===== src/rtl/serprog_pkg.sv =====
package serprog_pkg;
  localparam int BYTE_W       = 8;
  localparam int FRAME_BYTES  = 4;
  localparam int SYNC_STAGES  = 2;
  typedef logic [BYTE_W-1:0] byte_t;
  localparam byte_t ENABLE_OP = 8'hAC;
  localparam byte_t SYNC_BYTE = 8'h53;
endpackage


===== src/rtl/serprog_sync.sv =====
module serprog_sync #(
  parameter int W      = 1,
  parameter int STAGES = 2
) (
  input  logic         clk,
  input  logic         rst_n,
  input  logic [W-1:0] d,
  output logic [W-1:0] q
);
  logic [W-1:0] stg_q [STAGES];

  always_ff @(posedge clk or negedge rst_n) begin
    if (!rst_n) begin
      for (int i = 0; i < STAGES; i++) stg_q[i] <= '0;
    end else begin
      stg_q[0] <= d;
      for (int i = 1; i < STAGES; i++) stg_q[i] <= stg_q[i-1];
    end
  end

  assign q = stg_q[STAGES-1];
endmodule


===== src/rtl/serprog_shift.sv =====
module serprog_shift #(
  parameter int NBYTES = 4,
  parameter int BYTE_W = 8
) (
  input  logic                       clk,
  input  logic                       rst_n,
  input  logic                       clr,
  input  logic                       sck_s,
  input  logic                       sdi_s,
  output logic                       sck_rise,
  output logic                       sck_fall,
  output logic                       byte_done,
  output logic [BYTE_W-1:0]          byte_val,
  output logic                       frame_done,
  output logic [NBYTES*BYTE_W-1:0]   frame_word
);
  localparam int FRAME_W   = NBYTES * BYTE_W;
  localparam int BIT_W     = $clog2(FRAME_W);
  localparam int BYTE_BITS = $clog2(BYTE_W);
  localparam logic [BIT_W-1:0] LAST_BIT = BIT_W'(FRAME_W - 1);

  logic               sck_q;
  logic [BIT_W-1:0]   bit_cnt_q, bit_cnt_d;
  logic [FRAME_W-1:0] sr_q, sr_d, sr_shift;
  logic               last_bit, byte_end;

  // edge detection against the previous synchronized level
  always_comb begin
    sck_rise = sck_s & ~sck_q & ~clr;
    sck_fall = ~sck_s & sck_q & ~clr;
  end

  always_comb begin
    sr_shift   = {sr_q[FRAME_W-2:0], sdi_s};
    last_bit   = (bit_cnt_q == LAST_BIT);
    byte_end   = (bit_cnt_q[BYTE_BITS-1:0] == {BYTE_BITS{1'b1}});
    byte_done  = sck_rise & byte_end;
    byte_val   = sr_shift[BYTE_W-1:0];
    frame_done = sck_rise & last_bit;
    frame_word = sr_shift;
  end

  // next state
  always_comb begin
    bit_cnt_d = bit_cnt_q;
    sr_d      = sr_q;
    if (clr) begin
      bit_cnt_d = '0;
      sr_d      = '0;
    end else if (sck_rise) begin
      sr_d      = sr_shift;
      bit_cnt_d = last_bit ? '0 : bit_cnt_q + BIT_W'(1);
    end
  end

  always_ff @(posedge clk or negedge rst_n) begin
    if (!rst_n) begin
      sck_q     <= 1'b0;
      bit_cnt_q <= '0;
      sr_q      <= '0;
    end else begin
      sck_q     <= sck_s;
      bit_cnt_q <= bit_cnt_d;
      sr_q      <= sr_d;
    end
  end
endmodule


===== src/rtl/serprog_echo.sv =====
module serprog_echo #(
  parameter int BYTE_W = 8
) (
  input  logic              clk,
  input  logic              rst_n,
  input  logic              clr,
  input  logic              byte_done,
  input  logic [BYTE_W-1:0] byte_val,
  input  logic              sck_fall,
  output logic              sdo
);
  logic [BYTE_W-1:0] echo_q, echo_d;
  logic              sdo_q, sdo_d;

  always_comb begin
    echo_d = echo_q;
    sdo_d  = sdo_q;
    if (clr) begin
      echo_d = '0;
      sdo_d  = 1'b0;
    end else if (byte_done) begin
      echo_d = byte_val;
    end else if (sck_fall) begin
      sdo_d  = echo_q[BYTE_W-1];
      echo_d = {echo_q[BYTE_W-2:0], 1'b0};
    end
  end

  always_ff @(posedge clk or negedge rst_n) begin
    if (!rst_n) begin
      echo_q <= '0;
      sdo_q  <= 1'b0;
    end else begin
      echo_q <= echo_d;
      sdo_q  <= sdo_d;
    end
  end

  assign sdo = sdo_q;
endmodule


===== src/rtl/serprog_decode.sv =====
module serprog_decode
  import serprog_pkg::*;
#(
  parameter int NBYTES = 4
) (
  input  logic                         clk,
  input  logic                         rst_n,
  input  logic                         clr,
  input  logic                         frame_done,
  input  logic [NBYTES*BYTE_W-1:0]     frame_word,
  output logic                         valid,
  output byte_t                        op,
  output logic [(NBYTES-2)*BYTE_W-1:0] addr,
  output byte_t                        data,
  output logic                         enabled
);
  localparam int FRAME_W = NBYTES * BYTE_W;
  localparam int ADDR_W  = (NBYTES - 2) * BYTE_W;

  logic               en_q, en_d, valid_q, valid_d;
  byte_t              op_q, op_d, data_q, data_d;
  logic [ADDR_W-1:0]  addr_q, addr_d;
  logic               is_enable, accept;

  always_comb begin
    is_enable = (frame_word[FRAME_W-1 -: BYTE_W] == ENABLE_OP) &&
                (frame_word[FRAME_W-BYTE_W-1 -: BYTE_W] == SYNC_BYTE);
    accept    = frame_done & (en_q | is_enable);
  end

  always_comb begin
    en_d    = en_q;
    valid_d = 1'b0;
    op_d    = op_q;
    addr_d  = addr_q;
    data_d  = data_q;
    if (clr) begin
      en_d = 1'b0;
    end else if (accept) begin
      en_d    = 1'b1;
      valid_d = 1'b1;
      op_d    = frame_word[FRAME_W-1 -: BYTE_W];
      addr_d  = frame_word[FRAME_W-BYTE_W-1 : BYTE_W];
      data_d  = frame_word[BYTE_W-1:0];
    end
  end

  always_ff @(posedge clk or negedge rst_n) begin
    if (!rst_n) begin
      en_q    <= 1'b0;
      valid_q <= 1'b0;
      op_q    <= '0;
      addr_q  <= '0;
      data_q  <= '0;
    end else begin
      en_q    <= en_d;
      valid_q <= valid_d;
      op_q    <= op_d;
      addr_q  <= addr_d;
      data_q  <= data_d;
    end
  end

  assign valid   = valid_q;
  assign op      = op_q;
  assign addr    = addr_q;
  assign data    = data_q;
  assign enabled = en_q;
endmodule


===== src/rtl/serprog_rx.sv =====
module serprog_rx
  import serprog_pkg::*;
(
  input  logic        clk,
  input  logic        rst_n,
  input  logic        tgt_reset,
  input  logic        sck_in,
  input  logic        sdi_in,
  output logic        sdo_out,
  output logic        instr_valid,
  output logic [7:0]  instr_op,
  output logic [15:0] instr_addr,
  output logic [7:0]  instr_data,
  output logic        prog_enabled
);
  localparam int FRAME_W = FRAME_BYTES * BYTE_W;

  logic [2:0]         sync_q;
  logic               rst_s, sck_s, sdi_s;
  logic               sck_rise, sck_fall, byte_done, frame_done;
  logic [BYTE_W-1:0]  byte_val;
  logic [FRAME_W-1:0] frame_word;

  serprog_sync #(.W(3), .STAGES(SYNC_STAGES)) u_sync (
    .clk   (clk),
    .rst_n (rst_n),
    .d     ({tgt_reset, sck_in, sdi_in}),
    .q     (sync_q)
  );

  assign rst_s = sync_q[2];
  assign sck_s = sync_q[1];
  assign sdi_s = sync_q[0];

  serprog_shift #(.NBYTES(FRAME_BYTES), .BYTE_W(BYTE_W)) u_shift (
    .clk        (clk),
    .rst_n      (rst_n),
    .clr        (rst_s),
    .sck_s      (sck_s),
    .sdi_s      (sdi_s),
    .sck_rise   (sck_rise),
    .sck_fall   (sck_fall),
    .byte_done  (byte_done),
    .byte_val   (byte_val),
    .frame_done (frame_done),
    .frame_word (frame_word)
  );

  serprog_echo #(.BYTE_W(BYTE_W)) u_echo (
    .clk       (clk),
    .rst_n     (rst_n),
    .clr       (rst_s),
    .byte_done (byte_done),
    .byte_val  (byte_val),
    .sck_fall  (sck_fall),
    .sdo       (sdo_out)
  );

  serprog_decode #(.NBYTES(FRAME_BYTES)) u_dec (
    .clk        (clk),
    .rst_n      (rst_n),
    .clr        (rst_s),
    .frame_done (frame_done),
    .frame_word (frame_word),
    .valid      (instr_valid),
    .op         (instr_op),
    .addr       (instr_addr),
    .data       (instr_data),
    .enabled    (prog_enabled)
  );
endmodule


===== config.mk =====
export PLATFORM = sky130hd
export DESIGN_NAME = serprog_rx
export DESIGN_NICKNAME = d
export VERILOG_FILES = /design/src/rtl/serprog_pkg.sv /design/src/rtl/serprog_sync.sv /design/src/rtl/serprog_shift.sv /design/src/rtl/serprog_echo.sv /design/src/rtl/serprog_decode.sv /design/src/rtl/serprog_rx.sv
export SDC_FILE = /design/constraint.sdc
export NUM_CORES = 1
export LEC_CHECK = 0
export ABC_AREA = 0
export CORE_ASPECT_RATIO = 1.75
export CORE_MARGIN = 2
export CORE_UTILIZATION = 30
export DETAILED_ROUTE_END_ITERATION = 6
export DONT_BUFFER_PORTS = 1
export HOLD_SLACK_MARGIN = 0.02
export MAX_ROUTING_LAYER = met4
export SETUP_SLACK_MARGIN = 0.15
export SYNTH_ARGS = -nofsm -noshare
export SYNTH_HDL_FRONTEND = slang
export SYNTH_SLANG_ARGS = --single-unit

===== constraint.sdc =====
create_clock -name clk -period 3.1 [get_ports clk]
set_input_delay 0.93 -clock clk [delete_from_list [all_inputs] [get_ports clk]]
set_output_delay 0.93 -clock clk [all_outputs]
set_load 0.05 [all_outputs]

==> impl_metrics.tcl, run 1 <==
set metrics [dict create \
    outcome "finished clean" \
    fmax_ghz 0.429 \
    synthTopCellsByArea "dfrtp_1 67%, mux2_1 10%, a22o_1 9.2%" \
    hpwl_um 3770 \
    tns_ns 0 \
    hp-class "primary input to asynchronous set/reset pin" \
    viasPerCell 5.04 \
    critical_path_class "register to register" \
    path_max_fanout 33 \
    grt_pass1_vias 1963 \
    r2r_slack_ns 0.77 \
    path_cells "or4b_2, nor4_2, o21ai_4, mux2_1" \
    ys_seq_area_share_pct 66.6 \
    post_drt_wl_per_cell_um 16.5 \
    synth_cells 216 \
    yosys_warnings 0 \
    ir_drop_mv 0.325 \
    clk_latency_ns 0.34 \
    cts_max_level 3 \
    ys_ff_latch 86 \
    syn-num-nets 224 \
    grt_max_degree 87 \
    area_growth_pct 14.6 \
    cts_root_buf "clkbuf_16" \
    yosysTopAreaCellShare_pct 66.6 \
    drive_above_1_share_pct 11.6 \
    synth_area_per_cell_sq_um 15.0 \
    fin_crit_sh_pct 75.2 \
    nNetsFinal 227 \
    ys_types 29 \
    drt-total-wl_um 5840 \
    multiInputGateArea_sq_um 1040 \
    relSlewSlack_pct 30.2 \
    final_antenna_net_count 0 \
    synth_area_sq_um 3230 \
    setup_viol 0 \
    dieArea_sq_um 11700 \
    num_antenna_cells 0 \
    hold_viol_final 0 \
    cts-buffers-inserted 9 \
    grt_use_total_pct 11.8 \
    drv_cap 0 \
    worstMarginPinSlew_ns 1.04 \
    critPathMaxStageDelay_ns 0.69 \
    drv_slew 0 \
    grt_pass1_wl_um 10100 \
    tritoncts "yes" \
    die_height_um 141 \
    postCtsSetupBuffers 0 \
    crit_slowest_cell "or4b_2" \
    fin_crit_ns 2.33 \
    p_per_area_nw_per_um2 623 \
    num_vias 1783 \
    drc_errors 0 \
    io_pins 40 \
    cts_hold_buf 0 \
    r2r.worst_path.cells 4 \
    end_kind "register" \
    crit_arrival_ns 2.54 \
    core_sq_um 10600 \
    placed_area_sq_um 3390 \
    port_buffers 0 \
    r2r-start "u_shift.sr_q[24]$_DFFE_PN0P_" \
    clkTransAtPathRegs_ns 0.06 \
    crit_required_ns 3.31 \
    firstDrtPassIters 4 \
    seq_area_sq_um 2150 \
    rsz0062_at_grt "false" \
    fp.dieW_um 82.5 \
    num_rows 50 \
    grt_antenna_before_repair 0 \
    cts_sinks 86 \
    start_util_pct 30.6 \
    overflow 0 \
    leakagePower_uw 0.00179 \
    n_fill_cell 989 \
    routabilityCongestion 0.687 \
    clk_path_buf_depth 2 \
    drt_iter0_markers 115 \
    yosys.area.top_type "dfrtp_1" \
    finClkSkew_ns 0.00488 \
    start_kind "register" \
    cts_resized 0 \
    design_area_sq_um 3700 \
    r2r_end "u_dec.data[4]$_DFFE_PN0P_" \
]
## cells by family after synthesis
logic type / Yosys count / share of synthesized area (%)
AO/OA/AOI/OAI: 48 / 11.9
adder cells (fa/ha/maj): 3 / 1.16
buffers and inverters: 13 / 1.66
flip-flops: 86 / 66.6
multiplexers: 40 / 13.6
AND/OR/NAND/NOR: 26 / 5.03
## cells in the mapped netlist, drive strengths merged
master / number
or4b: 1
dfrtp: 86
nor2b: 2
o31ai: 1
buf: 4
or3b: 1
a211oi: 1
nand3: 1
inv: 2
and3: 2
a21oi: 1
or2: 1
and2: 1
a22o: 34
nand4b: 1
mux2: 32
clkbuf: 7
mux2i: 8
a32o: 1
nor4: 1
nand2: 8
or4bb: 2
o21ai: 9
o41ai: 1
nor3b: 1
ha: 3
nor2: 4
## placed cells by master (no fill, tap or decap), types with 2 or more instances in the layout
| cell | netlist | layout |
|---|---|---|
| buf_4 | 0 | 3 |
| mux2i_1 | 8 | 8 |
| inv_1 | 2 | 2 |
| dfrtp_1 | 86 | 86 |
| nand2_1 | 8 | 8 |
| nor2b_1 | 2 | 2 |
| clkbuf_16 | 0 | 9 |
| bufinv_16 | 0 | 2 |
| and3_1 | 2 | 2 |
| nor2_1 | 4 | 3 |
| mux2_2 | 3 | 3 |
| clkbuf_1 | 7 | 2 |
| clkinv_2 | 0 | 2 |
| a22o_1 | 34 | 34 |
| or4bb_1 | 2 | 2 |
| mux2_1 | 29 | 29 |
| ha_1 | 3 | 3 |
| o21ai_0 | 8 | 8 |
## metrics by stage
step	util [%]	setup slack (ns)	hold WS, ns	power [uW]	instances
after global placement	32.0	0.804	0.339	1190	338
after CTS	35.0	0.731	0.272	2340	354
after floorplan	-	1.08	0.331	1180	216
final	35.0	0.770	0.286	2310	354
after detailed placement	32.0	0.748	0.337	1190	338
after global routing	35.0	0.664	0.267	2400	354
## critical path: cells and delay by family (launching register included)
family / cells / cell delay [ns]
flip-flops: 1 / 0.41
AND/OR/NAND/NOR: 2 / 1.00
AO/OA/AOI/OAI: 1 / 0.35
multiplexers: 1 / 0.43
## flip-flops by register name (all words and copies together) (netlist names)
signal             flops
u_shift.sr_q          31
u_shift.sck_q          1
u_sync.stg_q           3
u_dec.op               8
u_dec.addr            16
u_dec.valid            1
u_dec.data             8
u_sync.q               3
u_dec.enabled          1
u_echo.sdo             1
u_echo.echo_q          8
u_shift.bit_cnt_q      5
## worst max-delay path by stage
stage                                 startpoint                         end  cells after the start
floorplan           u_shift.sr_q[24]$_DFFE_PN0P_   u_dec.addr[0]$_DFFE_PN0P_                      5
global placement    u_shift.sr_q[24]$_DFFE_PN0P_  u_dec.addr[12]$_DFFE_PN0P_                      4
detailed placement  u_shift.sr_q[24]$_DFFE_PN0P_   u_dec.data[4]$_DFFE_PN0P_                      4
CTS                 u_shift.sr_q[24]$_DFFE_PN0P_   u_dec.data[4]$_DFFE_PN0P_                      4
global route        u_shift.sr_q[24]$_DFFE_PN0P_   u_dec.data[4]$_DFFE_PN0P_                      4
finish              u_shift.sr_q[24]$_DFFE_PN0P_   u_dec.data[4]$_DFFE_PN0P_                      4
## metal layers
metal	part of all wire, %	global-route usage (%)	up-vias	wire length [um]
li1	-	-	799	-
met1	41	13.6	937	2410
met2	50	17.4	35	2900
met3	6.6	4.77	12	385
met4	2.5	6.05	0	147
met5	0	-	-	0
## final cells by class
class                           count  share of cell area, %
Sequential cell                    86                   58.1
Tap cell                          130                   4.39
Timing Repair Buffer                3                  0.608
Clock inverter                      4                   1.89
Clock buffer                       12                   6.66
Inverter                            2                  0.203
Multi-Input combinational cell    117                   28.1
## power by group
part           total, uW  internal, uW  switching [uW]
registers           1140          1130            7.27
logic               29.8          8.88            20.9
clock network       1140           725             415
total               2310          1860             443
No activity file was read; power rests on OpenSTA's default activity.
==> inputs of run 2 (changes only) <==
clock period = 2 ns   (was 3.1 ns; I/O delays follow)
==> run 2 against run 1 <==
Effect of this change: the flow now finishes with violations (negative hold slack, negative setup slack); first-iteration DRC count is 0.87% higher; sequential power rose by 54%; critical path type unchanged; largest power group unchanged; cell area grew 6.8%; clock skew rose by 0.0032 ns; cell count is 5.6% higher; global-route usage grew 0.46 points; critical endpoint is now u_dec.data[7]$_DFFE_PN0P_; largest cell class unchanged; die area unchanged; combinational power grew 100%; total power grew 46%.
==> impl_metrics.tcl, run 2 (synthesis results as in run 1) <==
set metrics [dict create \
    core_sq_um 10600 \
    num_rows 50 \
    cts_max_level 3 \
    p_comb_share_pct 1.8 \
    critical_path_class "register to register" \
    crit_slowest_cell "or4bb_4" \
    routabilityCongestion 0.778 \
    port_buffers 0 \
    nNetsFinal 247 \
    failed_checks "negative hold slack, negative setup slack" \
    num_antenna_cells 0 \
    io_pins 40 \
    drv_cap 0 \
    design_area_sq_um 3960 \
    outcome "complete, but fails checks" \
    drt-total-wl_um 6470 \
    fin_hold_ws_ns -0.0391 \
    fp.dieW_um 82.5 \
    clk_latency_ns 0.34 \
    dp_slack_ns -0.0915 \
    path_cells "or4bb_4, nor4_4, o21ai_4, clkbuf_16, mux2_1" \
    drv_slew 0 \
    fin_crit_sh_pct 103 \
    relSlewSlack_pct 65.6 \
    leakagePower_uw 0.00197 \
    firstDrtPassIters 3 \
    ir_drop_mv 0.482 \
    tns_ns -0.931 \
    p_clk_share_pct 46.2 \
    start_kind "register" \
    setup_viol 32 \
    switchingPower_uw 748 \
    grt_use_total_pct 12.2 \
    fmax_ghz 0.486 \
    num_vias 1853 \
    cpLargestDelayFamily "simple AND/OR/NAND/NOR gates" \
    netSwitchingFraction_pct 22.1 \
    crit_arrival_ns 2.28 \
    n_fill_cell 1000 \
    hp-class "primary input to asynchronous set/reset pin" \
    cts_root_buf "clkbuf_16" \
    start_util_pct 30.6 \
    setup_slack_ns -0.0566 \
    grt_antenna_before_repair 0 \
    power.internal_uw 2630 \
    cts_sinks 86 \
    drt_iter0_markers 116 \
    tritoncts "yes" \
    area_growth_pct 22.4 \
    clkTransAtPathRegs_ns 0.06 \
    clk_path_buf_depth 2 \
    crit_required_ns 2.22 \
    drive_above_1_share_pct 29.9 \
    rsz0062_at_grt "true" \
    mostFrequentLayoutCells "86 x dfrtp_1, 34 x a22o_1, 21 x mux2_4" \
    largest-register "u_shift.sr_q" \
    dieArea_sq_um 11700 \
    grt_pass1_vias 1901 \
    p_per_area_nw_per_um2 854 \
    crit_buf_inv 1 \
    sequentialPowerShare_pct 52.1 \
    die_height_um 141 \
    grt_pass1_wl_um 10300 \
    grt_max_degree 87 \
    power_uw 3380 \
    overflow 0 \
    critPathMaxStageDelay_ns 0.55 \
    placed_area_sq_um 3550 \
    hpwl_um 4130 \
    mostFrequentLayoutCell "dfrtp_1" \
    final_antenna_net_count 0 \
    worstMarginPinSlew_ns 0.516 \
    finClkSkew_ns 0.00804 \
    fin_crit_ns 2.06 \
    drc_errors 0 \
    viasPerCell 4.95 \
    path_max_fanout 11 \
    post_drt_wl_per_cell_um 17.3 \
    cts-buffers-inserted 9 \
    hold_viol_final 86 \
    largest_reg_flops 31 \
    end_kind "register" \
]
[run 2: cell count changes in the layout (fill, tap and decap cells not counted), sizes merged]
cell,previous run,this run
buf,3,22
inv,2,5
bufinv,2,0
clkbuf,12,10
clkinv,2,4
[run 2: metal layers]
metal	routed length, um	vias up	track usage, %
li1	-	842	-
met1	2630	973	13.8
met2	3420	28	19.6
met3	280	10	3.50
met4	142	0	5.79
met5	0	-	-
[run 2: cell type report]
| class | count | area [sq um] | area share, % |
|---|---|---|---|
| Clock buffer | 9 | 225 | 5.69 |
| Clock inverter | 7 | 56.3 | 1.42 |
| Inverter | 2 | 7.51 | 0.190 |
| Multi-Input combinational cell | 117 | 1140 | 28.9 |
| Sequential cell | 86 | 2150 | 54.4 |
| Tap cell | 130 | 163 | 4.11 |
| Timing Repair Buffer | 23 | 206 | 5.22 |
[run 2: per-stage QoR]
stage	instances	hold WS (ns)	utilization, %
finish	374	-0.0391	37.4
global route	374	-0.0548	37.4
CTS	373	-0.0536	36.5
detailed placement	356	0.307	33.6
global placement	356	0.306	33.6
floorplan	216	0.304	-
[run 2: final timing paths]
kind	startpoint	endpoint	slack [ns]	cells past startpoint
max	u_shift.sr_q[29]$_DFFE_PN0P_	u_dec.data[7]$_DFFE_PN0P_	-0.06	5
min	rst_n	u_shift.sr_q[12]$_DFFE_PN0P_	-0.04	0
max reg2reg	u_shift.sr_q[29]$_DFFE_PN0P_	u_dec.data[7]$_DFFE_PN0P_	-0.06	5
min reg2reg	u_sync.stg_q[3]$_DFF_PN0_	u_sync.q[0]$_DFF_PN0_	0.35	0
max in group asynchronous	rst_n	u_dec.op[5]$_DFFE_PN0P_	1.92	0
min in group clk	sck_in	u_sync.stg_q[4]$_DFF_PN0_	0.29	0
[run 2: power groups by stage]
stage	Sequential (uW)	Combinational, uW	Clock (uW)
final	1760	60.0	1560
after global routing	1760	65.9	1670
after CTS	1760	60.1	1600
after detailed placement	1790	59.4	0
after global placement	1790	58.9	0
after floorplan	1790	35.3	0
[run 2: what timing repair did]
item                                    CTS  global route
endpoints found under the setup margin   32            32
setup buffers                             1             0
pin swaps                                 1             2
hold endpoints to repair                 86            86
gates cloned                              0             1
gates resized for setup                   5            20
